`src/rtl/amc_pkg.sv`:
```
package amc_pkg;

  localparam int PH_W = 6;
  localparam logic [3:0] TYPE_ASYNC32 = 4'b0010;

  typedef enum logic [2:0] {
    ST_IDLE, ST_TURN, ST_SETUP, ST_STROBE, ST_HOLD, ST_RESP
  } amcState_t;

  typedef struct packed {
    logic [3:0] wrSetup;
    logic [5:0] wrStrobe;
    logic [2:0] wrHold;
    logic [3:0] rdSetup;
    logic [1:0] turn;
    logic [5:0] rdStrobe;
    logic [3:0] devType;
    logic [2:0] rdHold;
  } spaceCfg_t;

  typedef struct packed {
    logic latchReq;
    logic capture;
  } amcStrobe_t;

  function automatic spaceCfg_t unpackCfg(input logic [31:0] w);
    spaceCfg_t c;
    c.wrSetup  = w[31:28];
    c.wrStrobe = w[27:22];
    c.wrHold   = {w[3], w[21:20]};
    c.rdSetup  = w[19:16];
    c.turn     = w[15:14];
    c.rdStrobe = w[13:8];
    c.devType  = w[7:4];
    c.rdHold   = w[2:0];
    return c;
  endfunction

  function automatic logic [PH_W-1:0] phaseLen(input logic [PH_W-1:0] v);
    return (v == '0) ? PH_W'(1) : v;
  endfunction

endpackage

```
`src/rtl/amc_datapath.sv`:
```
module amc_datapath
  import amc_pkg::*;
#(
  parameter int ADDR_W = 32,
  parameter int DATA_W = 32,
  parameter int NUM_SPACES = 4,
  parameter logic [1:0] REGION_TAG = 2'b10,
  parameter logic [31:0] RESET_CTL = 32'h0000_0020,
  localparam int SPACE_W = $clog2(NUM_SPACES),
  localparam int SEL_W = $clog2(NUM_SPACES + 1)
) (
  input  logic               clk,
  input  logic               rstN,
  input  logic               cfgWrEn,
  input  logic [SEL_W-1:0]   cfgSel,
  input  logic [31:0]        cfgWdata,
  output logic [31:0]        cfgRdata,
  input  logic [ADDR_W-1:0]  reqAddr,
  input  logic [DATA_W-1:0]  reqWdata,
  output logic               reqInRange,
  output logic [SPACE_W-1:0] reqSpace,
  output spaceCfg_t          reqCfg,
  input  amcStrobe_t         strb,
  output logic [ADDR_W-1:0]  extAddr,
  output logic [DATA_W-1:0]  extDataOut,
  input  logic [DATA_W-1:0]  extDataIn,
  output logic [DATA_W-1:0]  rspData
);

  logic [31:0] globalQ;
  logic [31:0] spaceQ [NUM_SPACES];

  always_ff @(posedge clk or negedge rstN) begin
    if (!rstN) globalQ <= '0;
    else if (cfgWrEn && cfgSel == '0) globalQ <= cfgWdata;
  end

  for (genvar s = 0; s < NUM_SPACES; s++) begin : g_space
    always_ff @(posedge clk or negedge rstN) begin
      if (!rstN) spaceQ[s] <= RESET_CTL;
      else if (cfgWrEn && cfgSel == SEL_W'(s + 1)) spaceQ[s] <= cfgWdata;
    end
  end

  always_comb begin
    cfgRdata = '0;
    if (cfgSel == '0) cfgRdata = globalQ;
    else if (cfgSel <= SEL_W'(NUM_SPACES)) cfgRdata = spaceQ[SPACE_W'(cfgSel - 1'b1)];
  end

  always_comb begin
    reqInRange = (reqAddr[ADDR_W-1 -: 2] == REGION_TAG);
    reqSpace   = reqAddr[ADDR_W-3 -: SPACE_W];
    reqCfg     = unpackCfg(spaceQ[reqSpace]);
  end

  always_ff @(posedge clk or negedge rstN) begin
    if (!rstN) begin
      extAddr    <= '0;
      extDataOut <= '0;
    end else if (strb.latchReq) begin
      extAddr    <= reqAddr;
      extDataOut <= reqWdata;
    end
  end

  always_ff @(posedge clk or negedge rstN) begin
    if (!rstN) rspData <= '0;
    else if (strb.capture) rspData <= extDataIn;
  end

endmodule

```
`src/rtl/amc_ctrl.sv`:
```
module amc_ctrl
  import amc_pkg::*;
#(
  parameter int NUM_SPACES = 4,
  localparam int SPACE_W = $clog2(NUM_SPACES)
) (
  input  logic                  clk,
  input  logic                  rstN,
  input  logic                  reqValid,
  input  logic                  reqWrite,
  input  logic                  reqInRange,
  input  logic [SPACE_W-1:0]    reqSpace,
  input  spaceCfg_t             reqCfg,
  output logic                  reqReady,
  output amcStrobe_t            strb,
  output logic [NUM_SPACES-1:0] ceN,
  output logic                  oeN,
  output logic                  weN,
  output logic                  dataOe,
  output logic                  rspValid,
  output logic                  rspErr
);

  amcState_t state;
  logic [PH_W-1:0] cnt, setupLen, strobeLen, holdLen;
  logic [PH_W-1:0] nextSetup, nextStrobe, nextHold;
  logic curWrite, lastRead, errQ, accept, reqOk, needTurn, active;
  logic [SPACE_W-1:0] curSpace, lastSpace;

  always_comb begin
    accept     = reqValid && (state == ST_IDLE);
    reqOk      = reqInRange && (reqCfg.devType == TYPE_ASYNC32);
    needTurn   = reqWrite && lastRead && (lastSpace == reqSpace) && (reqCfg.turn != '0);
    nextSetup  = phaseLen(reqWrite ? {2'b00, reqCfg.wrSetup}  : {2'b00, reqCfg.rdSetup});
    nextStrobe = phaseLen(reqWrite ? reqCfg.wrStrobe          : reqCfg.rdStrobe);
    nextHold   = phaseLen(reqWrite ? {3'b000, reqCfg.wrHold}  : {3'b000, reqCfg.rdHold});
  end

  always_ff @(posedge clk or negedge rstN) begin
    if (!rstN) begin
      state     <= ST_IDLE;
      cnt       <= '0;
      setupLen  <= '0;
      strobeLen <= '0;
      holdLen   <= '0;
      curWrite  <= 1'b0;
      curSpace  <= '0;
      lastRead  <= 1'b0;
      lastSpace <= '0;
      errQ      <= 1'b0;
    end else begin
      unique case (state)
        ST_IDLE: if (accept) begin
          if (!reqOk) begin
            errQ  <= 1'b1;
            state <= ST_RESP;
          end else begin
            errQ      <= 1'b0;
            curWrite  <= reqWrite;
            curSpace  <= reqSpace;
            setupLen  <= nextSetup;
            strobeLen <= nextStrobe;
            holdLen   <= nextHold;
            lastRead  <= !reqWrite;
            lastSpace <= reqSpace;
            if (needTurn) begin
              state <= ST_TURN;
              cnt   <= PH_W'(reqCfg.turn) - 1'b1;
            end else begin
              state <= ST_SETUP;
              cnt   <= nextSetup - 1'b1;
            end
          end
        end
        ST_TURN: if (cnt == '0) begin
          state <= ST_SETUP;
          cnt   <= setupLen - 1'b1;
        end else cnt <= cnt - 1'b1;
        ST_SETUP: if (cnt == '0) begin
          state <= ST_STROBE;
          cnt   <= strobeLen - 1'b1;
        end else cnt <= cnt - 1'b1;
        ST_STROBE: if (cnt == '0) begin
          state <= ST_HOLD;
          cnt   <= holdLen - 1'b1;
        end else cnt <= cnt - 1'b1;
        ST_HOLD: if (cnt == '0) state <= ST_RESP;
                 else cnt <= cnt - 1'b1;
        ST_RESP: state <= ST_IDLE;
        default: state <= ST_IDLE;
      endcase
    end
  end

  always_comb begin
    active        = (state == ST_SETUP) || (state == ST_STROBE) || (state == ST_HOLD);
    reqReady      = (state == ST_IDLE);
    strb.latchReq = accept;
    strb.capture  = (state == ST_STROBE) && (cnt == '0) && !curWrite;
    ceN           = '1;
    if (active) ceN[curSpace] = 1'b0;
    oeN           = !((state == ST_STROBE) && !curWrite);
    weN           = !((state == ST_STROBE) && curWrite);
    dataOe        = active && curWrite;
    rspValid      = (state == ST_RESP);
    rspErr        = rspValid && errQ;
  end

endmodule

```
`src/rtl/amc_top.sv`:
```
module amc_top
  import amc_pkg::*;
#(
  parameter int ADDR_W = 32,
  parameter int DATA_W = 32,
  parameter int NUM_SPACES = 4,
  parameter logic [31:0] RESET_CTL = 32'h0000_0020,
  localparam int SPACE_W = $clog2(NUM_SPACES),
  localparam int SEL_W = $clog2(NUM_SPACES + 1)
) (
  input  logic                  clk,
  input  logic                  rstN,
  input  logic                  reqValid,
  output logic                  reqReady,
  input  logic                  reqWrite,
  input  logic [ADDR_W-1:0]     reqAddr,
  input  logic [DATA_W-1:0]     reqWdata,
  output logic                  rspValid,
  output logic                  rspErr,
  output logic [DATA_W-1:0]     rspData,
  input  logic                  cfgWrEn,
  input  logic [SEL_W-1:0]      cfgSel,
  input  logic [31:0]           cfgWdata,
  output logic [31:0]           cfgRdata,
  output logic [NUM_SPACES-1:0] ceN,
  output logic                  oeN,
  output logic                  weN,
  output logic [ADDR_W-1:0]     extAddr,
  output logic [DATA_W-1:0]     extDataOut,
  output logic                  extDataOe,
  input  logic [DATA_W-1:0]     extDataIn
);

  amcStrobe_t         strb;
  spaceCfg_t          reqCfg;
  logic               reqInRange;
  logic [SPACE_W-1:0] reqSpace;

  amc_datapath #(
    .ADDR_W(ADDR_W), .DATA_W(DATA_W), .NUM_SPACES(NUM_SPACES), .RESET_CTL(RESET_CTL)
  ) dp_i (
    .clk(clk), .rstN(rstN), .cfgWrEn(cfgWrEn), .cfgSel(cfgSel), .cfgWdata(cfgWdata),
    .cfgRdata(cfgRdata), .reqAddr(reqAddr), .reqWdata(reqWdata), .reqInRange(reqInRange),
    .reqSpace(reqSpace), .reqCfg(reqCfg), .strb(strb), .extAddr(extAddr),
    .extDataOut(extDataOut), .extDataIn(extDataIn), .rspData(rspData)
  );

  amc_ctrl #(.NUM_SPACES(NUM_SPACES)) ctrl_i (
    .clk(clk), .rstN(rstN), .reqValid(reqValid), .reqWrite(reqWrite),
    .reqInRange(reqInRange), .reqSpace(reqSpace), .reqCfg(reqCfg), .reqReady(reqReady),
    .strb(strb), .ceN(ceN), .oeN(oeN), .weN(weN), .dataOe(extDataOe),
    .rspValid(rspValid), .rspErr(rspErr)
  );

endmodule

```
`config.mk`:
```
export PLATFORM = sky130hd
export DESIGN_NAME = amc_top
export DESIGN_NICKNAME = d
export VERILOG_FILES = /design/src/rtl/amc_pkg.sv /design/src/rtl/amc_datapath.sv /design/src/rtl/amc_ctrl.sv /design/src/rtl/amc_top.sv
export SDC_FILE = /design/constraint.sdc
export NUM_CORES = 1
export LEC_CHECK = 0
export ABC_CLOCK_PERIOD_IN_PS = 5950
export BUFFER_PORTS_ARGS = -buffer_cell sky130_fd_sc_hd__buf_4
export CAP_MARGIN = 10
export CORE_AREA = 2 2 166 168
export CTS_BUF_LIST = sky130_fd_sc_hd__clkbuf_4 sky130_fd_sc_hd__clkbuf_8 sky130_fd_sc_hd__clkbuf_16
export DETAILED_ROUTE_END_ITERATION = 7
export DIE_AREA = 0 0 168 170
export HOLD_SLACK_MARGIN = 0.12
export PLACE_DENSITY_LB_ADDON = 0.08
export SETUP_SLACK_MARGIN = 0.2
export SLEW_MARGIN = 20
export SYNTH_ARGS = -nofsm -noshare
export SYNTH_HDL_FRONTEND = slang
export SYNTH_SLANG_ARGS = --single-unit
```
`constraint.sdc`:
```
create_clock -name clk -period 5.95 [get_ports clk]
set_input_delay 0.595 -clock clk [delete_from_list [all_inputs] [get_ports clk]]
set_output_delay 0.595 -clock clk [all_outputs]
set_load 0.02 [all_outputs]
```
==> results of run 1 <==
-- registers in the layout (all words and copies together) (netlist names) --
| signal | cells |
|---|---|
| dp_i.spaceQ | 128 |
| dp_i.extAddr | 32 |
| dp_i.extDataOut | 32 |
| dp_i.globalQ | 32 |
| dp_i.rspData | 32 |
| ctrl_i.cnt | 6 |
| ctrl_i.strobeLen | 6 |
| ctrl_i.setupLen | 4 |
| ctrl_i.holdLen | 3 |
| ctrl_i.state | 3 |
| ctrl_i.curSpace | 2 |
| ctrl_i.curWrite | 1 |
| ctrl_i.errQ | 1 |
| ctrl_i.lastRead | 1 |
-- layout make-up --
| cell class | instances | area (µm²) | area share [%] |
|---|---|---|---|
| timing repair buffer | 286 | 2170 | 12.73 |
| sequential | 283 | 7087 | 41.57 |
| clock inverter | 11 | 83.83 | 0.4917 |
| clock buffer | 46 | 932.1 | 5.467 |
| inverter | 17 | 63.81 | 0.3743 |
| tap | 341 | 426.7 | 2.503 |
| multi-input combinational | 583 | 6286 | 36.87 |
-- critical path, stage by stage --
cell and delay (ps):
buf_4 560, inv_1 160, ha_1 340, buf_4 310, mux4_2 570, mux2_2 270
a22o_1 180, buf_4 150
-- worst max path at each step --
stage	depth (start not counted)	slack, ps	end	from
6_report	8	2210	cfgRdata[16]	cfgSel[0]
3_3_place_gp	8	2200	cfgRdata[16]	cfgSel[0]
5_1_grt	8	2010	cfgRdata[16]	cfgSel[0]
4_1_cts	8	2160	cfgRdata[16]	cfgSel[0]
2_1_floorplan	9	2420	cfgRdata[4]	cfgSel[0]
3_5_place_dp	8	2180	cfgRdata[16]	cfgSel[0]
-- metal layers --
layer / vias to the layer above / routed length (µm)
met4: 0 / 748
met3: 53 / 1992
met1: 4631 / 14170
li1: 4061 / -
met5: - / 0
met2: 283 / 16810
-- kinds of logic after synthesis --
kind of cell / Yosys count
xor gates and xnor gates: 10
and+or+nand+nor: 94
adders and majority gates: 11
muxes: 371
AOI/OAI and AO/OA: 97
DFF: 283
buffers and inverters: 82
-- per-stage QoR --
| stage | std cells | area, µm² | setup slack (ps) | hold WS [ps] | utilization, % |
|---|---|---|---|---|---|
| 6_report | 1567 | 17050 | 2208 | 272.5 | 63.97 |
| 5_1_grt | 1567 | 17050 | 2013 | 259.0 | 63.97 |
| 4_1_cts | 1567 | 17040 | 2157 | 253.2 | 63.95 |
| 3_5_place_dp | 1509 | 16020 | 2176 | 481.3 | 60.10 |
| 3_3_place_gp | 1509 | 16010 | 2196 | 464.7 | 60.09 |
| 2_1_floorplan | 948 | 13700 | 2423 | 299.4 | - |
-- power groups by stage --
stage / Combinational [mW] / Sequential, mW / Clock, mW
final: 2.57 / 2.91 / 1.89
after floorplan: 1.40 / 3.11 / 0
after detailed placement: 2.58 / 2.94 / 0
after global routing: 2.76 / 2.99 / 2.00
after CTS: 2.59 / 2.91 / 1.93
after global placement: 2.55 / 2.91 / 0
-- layout by cell type (no fill, tap or decap), types with 5 or more instances in the layout --
master | netlist | routed
clkbuf_16 | 0 | 31
clkinv_2 | 0 | 9
mux2_4 | 5 | 5
o21ai_0 | 25 | 25
clkbuf_4 | 0 | 8
dfrtp_1 | 279 | 279
xnor2_1 | 5 | 5
a22o_1 | 34 | 34
nor2_1 | 22 | 20
inv_1 | 16 | 16
ha_1 | 11 | 11
mux2i_1 | 10 | 10
xor2_1 | 5 | 5
nand2b_1 | 8 | 8
nor3_1 | 5 | 5
a21oi_1 | 11 | 11
nand2_1 | 28 | 27
mux4_2 | 60 | 60
clkbuf_8 | 0 | 7
mux2_2 | 296 | 296
buf_4 | 1 | 283
==> summary.txt, run 1 <==
Run status
  – Status: finished, final reports clean

Timing
  – Setup TNS: 0 ps
  – Setup Skew: 8.846 ps
  – Final min period: 3742 ps
  – Final setup viols: 0
  – Fin. Hold Viols: 0
  – Final Cycle Share: 62.88%
  – Slew headroom: 29.32%
  – Tightest Pin Transition: 1059 ps
  – RSZ-0062 raised after global routing: no
  – Final Max Slew Viols: 0
  – Fmax: 0.2673 GHz

GRT
  – GR Util met1: 31.54%
  – Vias in the first global route: 9290
  – Largest net degree at the start of global routing: 143
  – First-pass GRT wire length: 52960 µm
  – Met2 Track Usage GR: 40.80%
  – GRT busiest layer: met2
  – All-layer global routing usage: 23.64%
  – Met3 track demand over resource: 3.698%
  – Grt total ovfl: 0
  – Initial antenna violation count: 0

Logic synthesis
  – Post-Synth XOR/XNOR Area: 0.6393%
  – Synth area leaders: dfrtp_1 51%, mux2_2 24%, mux4_2 9.9%
  – Largest family of logic cells by synthesized area: multiplexers
  – Mapped Area: 13700 µm²
  – Seq/Total Area, Yosys: 51.73%
  – Distinct cells, synth: 59
  – Mux share of post-synthesis cell area: 35.47%
  – Simple-Gate Fraction of Synth Area: 3.452%
  – Number of synthesized flops with an enable pin: 0
  – Post-synth top area cell: dfrtp_1
  – Main synth FF type: dfrtp_1
  – Yosys top cell area share: 50.96%
  – Count of state elements after synthesis: 283
  – Synth cell count leaders: 296 x mux2_2, 279 x dfrtp_1, 60 x mux4_2, 34 x a22o_1, 30 x clkbuf_1
  – Top-count cell post-synth: mux2_2
  – Post-synthesis compound-gate area fraction: 5.169%
  – Net Count, Synth: 1095
  – Syn Area/Cell: 14.45 µm²
  – Async set-or-reset flop fraction in the synthesized netlist: 100.0%
  – Post-synthesis cell count: 948
  – Post-Synth Adder-Cell Area: 1.005%
  – Yosys Warn Count: 0

Routing
  – Antenna viol nets, final: 0
  – Iter 0 DRT Violations: 452
  – Drt first pass iters: 4
  – Post-Route WL: 33720 µm
  – DR WL/cell: 21.52 µm
  – Via density: 5.761
  – Vias: 9028
  – Post-route DRC: 0

Finish
  – P&R area growth vs syn: 24.45%
  – # nets final: 1349
  – Fillcell total: 2073
  – Layout cells sized above 1: 58.56%
  – Diode count: 0

Critical path
  – Reg2Reg Depth: 5
  – Worst R2R Start: ctrl_i.state[0]
  – Crit Path Category: in -> out
  – Crit path DAT: 3150 ps
  – Crit-path max FO: 35
  – Worst setup EP type: primary output
  – Critical Path Source Type: input pin
  – Critical path required time: 5360 ps
  – FF-to-FF End: dp_i.extAddr[19]
  – Reg2Reg Setup Slack: 2630 ps

Placement
  – Routability cong.: 0.8768
  – DP HPWL: 22660 µm
  – Port Buffers: 273

Clock network
  – Clock Path Buffers: 3
  – Insertion delay to the later sink of the worst-skew pair: 550 ps
  – Post-CTS Setup Bufs: 0
  – PostCTS Resize Cnt: 0
  – Clock sink count: 283
  – CTS Buf Count: 31
  – H-tree depth reported by CTS: 1
  – Root buf cell: clkbuf_16
  – CTS tree: built
  – # hold bufs at CTS: 1
  – Clock transition at path regs: 60 ps

Power and ir drop
  – Maximum VDD drop: 192.1 µV
  – Cell Int Power: 4.969 mW
  – Switching pwr: 2.402 mW
  – P_leak: 7.757 nW
  – Gate power share: 34.9%
  – Total design power: 7.371 mW
  – Seq pwr share: 39.5%
  – Sw Ratio: 32.59%
  – Clk pwr share: 25.7%
  – Pwr per Cell Area: 432.3 nW/µm²

Hold path
  – Hold_sp: reqAddr[12]
  – Min-Delay Path Class: in -> reg
  – Worst hold path depth: 2
  – Worst Hold End: dp_i.extAddr[12]

Die
  – Core Rows: 60
  – Initial Util: 51.40%
  – Die area: 28560 µm²
  – Chip height: 170 µm
  – Core ar.: 26650 µm²
  – Num ports: 274
  – Horiz. Die Dim: 168 µm

Job
  – Max-cap violations: 0
Note: power is estimated with default switching activity, not from simulation.
==> run 2, diff against run 1 <==
ABC_AREA = 1   (was unset)
ABC_CLOCK_PERIOD_IN_PS = 3200   (was 5950)
CORE_AREA = 2 2 169 171   (was 2 2 166 168)
DIE_AREA = 0 0 171 173   (was 0 0 168 170)
clock period = 3.2 ns   (was 5.95 ns; I/O delays follow)
==> summary.txt, run 2 <==
Critical path
  – Worst setup EP type: flop
  – Cell Chain, Critical Path: inv_1 > ha_1 > nand4_1 > inv_2 > nand3_2 > buf_12 > mux2_4
  – Critical Path Source Type: flop
  – Worst R2R Start: ctrl_i.cnt[0]
  – Max stage delay on crit path: 520 ps (-50 ps)
  – Crit-path max FO: 17 (-51%)
  – Crit path DAT: 2840 ps (-310 ps)
  – CP max-delay cell: nand3_2
  – Reg2Reg Depth: 7 (+2)
  – Critical path required time: 3590 ps (-1770 ps)
  – Reg2Reg Setup Slack: 750 ps (-1880 ps)
  – FF-to-FF End: dp_i.rspData[18]
  – Crit Path Category: reg -> reg

GRT
  – Met3 track demand over resource: 4.028% (+0.33 points)
  – First-pass GRT wire length: 63980 µm (+21%)
  – Largest net degree at the start of global routing: 100 (-30%)
  – All-layer global routing usage: 26.76% (+3.1 points)
  – GR Util met1: 36.37% (+4.8 points)
  – Vias in the first global route: 12310 (+32%)
  – Met2 Track Usage GR: 44.62% (+3.8 points)
  – Grt total ovfl: 0 (unchanged)
  – GRT busiest layer: met2
  – Initial antenna violation count: 0 (unchanged)

Power and ir drop
  – Total design power: 14.68 mW (+99%)
  – P_leak: 9.260 nW (+19%)
  – Pwr per Cell Area: 805.7 nW/µm² (+86%)
  – Maximum VDD drop: 391.4 µV (+100%)

Timing
  – Slew headroom: 45.97% (+17 points)
  – Setup Skew: 12.33 ps (+3.486 ps)
  – Final setup viols: 0 (unchanged)
  – Fin. Hold Viols: 0 (unchanged)
  – RSZ-0062 raised after global routing: no
  – Final min period: 2453 ps
  – Final Max Slew Viols: 0 (unchanged)
  – Final Cycle Share: 76.67%
  – Setup TNS: 0 ps (unchanged)
  – Fmax: 0.4076 GHz
  – Worst Hold Slack: 139.0 ps (-133.5 ps)
  – Tightest Pin Transition: 810.4 ps (-248.5 ps)

Clock network
  – PostCTS Resize Cnt: 0 (unchanged)
  – Root buf cell: clkbuf_16
  – Clock transition at path regs: 60 ps (about the same)
  – CTS Buf Count: 34 (+9.7%)
  – CTS tree: built
  – H-tree depth reported by CTS: 2 (+1)
  – Post-CTS Setup Bufs: 0 (unchanged)
  – Clock Path Buffers: 3 (unchanged)
  – Clock sink count: 283 (unchanged)
  – Insertion delay to the later sink of the worst-skew pair: 510 ps (-40 ps)
  – # hold bufs at CTS: 95 (+94)

Logic synthesis
  – Async set-or-reset flop fraction in the synthesized netlist: 100.0% (unchanged)
  – Seq/Total Area, Yosys: 51.66% (-0.075 points)
  – Net Count, Synth: 1818 (+66%)
  – Synth area leaders: dfrtp_1 51%, nand2_1 14%, o21ai_0 9.4%
  – Yosys top cell area share: 50.89% (-0.074 points)
  – Post-synthesis cell count: 1671 (+76%)
  – Yosys Warn Count: 0 (unchanged)
  – Main synth FF type: dfrtp_1
  – Number of synthesized flops with an enable pin: 0 (unchanged)
  – Mapped Area: 13720 µm² (+0.15%)
  – Syn Area/Cell: 8.210 µm² (-43%)
  – Top-count cell post-synth: nand2_1
  – Synth cell count leaders: 529 x nand2_1, 279 x dfrtp_1, 258 x o21ai_0, 112 x inv_1, 94 x nor2_1
  – Distinct cells, synth: 37 (-37%)
  – Count of state elements after synthesis: 283 (unchanged)
  – Post-synth top area cell: dfrtp_1

Finish
  – Diode count: 0 (unchanged)
  – Most frequent cells in the layout: 528 x nand2_1, 293 x buf_4, 279 x dfrtp_1
  – P&R area growth vs syn: 32.80%
  – Commonest non-fill, non-tap cell in the layout: nand2_1
  – Max FFs per register: 128 (unchanged)
  – Layout cells sized above 1: 20.82% (-38 points)
  – Util after Layout: 65.94% (+2.0 points)
  – Most flops, register: dp_i.spaceQ
  – # nets final: 2151 (+59%)
  – Fillcell total: 2320 (+12%)

Hold path
  – Worst hold path depth: 3 (+1)
  – Hold_sp: cfgWdata[1]
  – Worst Hold End: dp_i.spaceQ[97]
  – Min-Delay Path Class: in -> reg

Die
  – Num ports: 274 (unchanged)
  – Die area: 29580 µm² (+3.6%)
  – Core ar.: 27630 µm² (+3.7%)
  – Core Rows: 61 (+1.7%)
  – Horiz. Die Dim: 171 µm (+1.8%)
  – Chip height: 173 µm (+1.8%)
  – Initial Util: 49.66% (-1.7 points)

Placement
  – Routability cong.: 0.9118 (+4.0%)
  – DP HPWL: 24910 µm (+10%)
  – Port Buffers: 273 (unchanged)

Routing
  – DR WL/cell: 16.53 µm (-23%)
  – Via density: 5.271 (-8.5%)
  – Vias: 12680 (+40%)
  – Iter 0 DRT Violations: 1162 (+160%)
  – Antenna viol nets, final: 0 (unchanged)
  – Post-Route WL: 39750 µm (+18%)
  – Post-route DRC: 0 (unchanged)
  – Drt first pass iters: 8 (+4)

Run status
  – Status: finished, final reports clean

Job
  – Max-cap violations: 0 (unchanged)
run 2: changes by cell type after synthesis, sizes merged, moves of 10 or more:
cell    previous run  this run
o22ai              2        18
nand2             28       532
mux2             301        32
a22o              34        16
mux4              60         0
a21oi             11        66
mux2i             10         0
clkbuf            30        61
nor2              23        98
nand3              5        67
o211ai             1        22
o21ai             25       271
inv               17       121
run 2: worst max-delay path: cells and delay by family, from the launching register on:
| kind | cells | cell delay (ps) |
|---|---|---|
| buffers and inverters | 3 | 720 |
| muxes | 1 | 310 |
| DFF | 1 | 390 |
| adders and majority gates | 1 | 230 |
| and+or+nand+nor | 2 | 680 |
run 2: cell families after synthesis:
family	share of synthesized area, %
buf+inv	6.895
flops	51.66
xor+xnor	0.4469
fa+ha+maj	1.003
mux	3.447
simple gates	20.53
compound gates	16.02
run 2: final cells by class:
| cell class | count | area [µm²] | share of cell area (%) |
|---|---|---|---|
| clock buffers | 49 | 1054 | 5.783 |
| multi-input cells | 1166 | 5712 | 31.35 |
| clock inverters | 10 | 110.1 | 0.6044 |
| repair buffers | 397 | 3326 | 18.25 |
| inverters | 122 | 457.9 | 2.514 |
| well taps | 378 | 473.0 | 2.596 |
| flip-flops and latches | 283 | 7087 | 38.90 |
run 2: power by group:
part | switching, mW | total, mW | internal (mW)
sequential | 0.699 | 5.40 | 4.70
combinational | 3.10 | 5.34 | 2.24
clock | 1.49 | 3.94 | 2.45
total | 5.29 | 14.7 | 9.39
run 2: worst max path at each step:
stage,startpoint,to,slack [ps],depth (start not counted)
after floorplan,cfgSel[0],cfgRdata[6],830,7
after CTS,ctrl_i.cnt[0],dp_i.rspData[2],770,7
after detailed placement,reqAddr[28],ctrl_i.cnt[1],670,15
after global placement,reqAddr[28],ctrl_i.cnt[1],760,15
final,ctrl_i.cnt[0],dp_i.rspData[18],750,7
after global routing,ctrl_i.cnt[0],dp_i.rspData[18],630,7
run 2: per-stage QoR:
step / std cells / instance area [µm²] / worst slack [ps]
2_1_floorplan: 1671 / 13720 / 827.1
3_3_place_gp: 2251 / 16100 / 756.5
3_5_place_dp: 2251 / 16100 / 668.7
4_1_cts: 2405 / 18220 / 766.7
5_1_grt: 2405 / 18220 / 628.5
6_report: 2405 / 18220 / 746.6
run 2: routing by layer:
| metal | vias up | share of wire [%] |
|---|---|---|
| li1 | 6132 | - |
| met1 | 6004 | 43 |
| met2 | 466 | 48 |
| met3 | 74 | 6.8 |
| met4 | 0 | 2.3 |
| met5 | - | 0 |
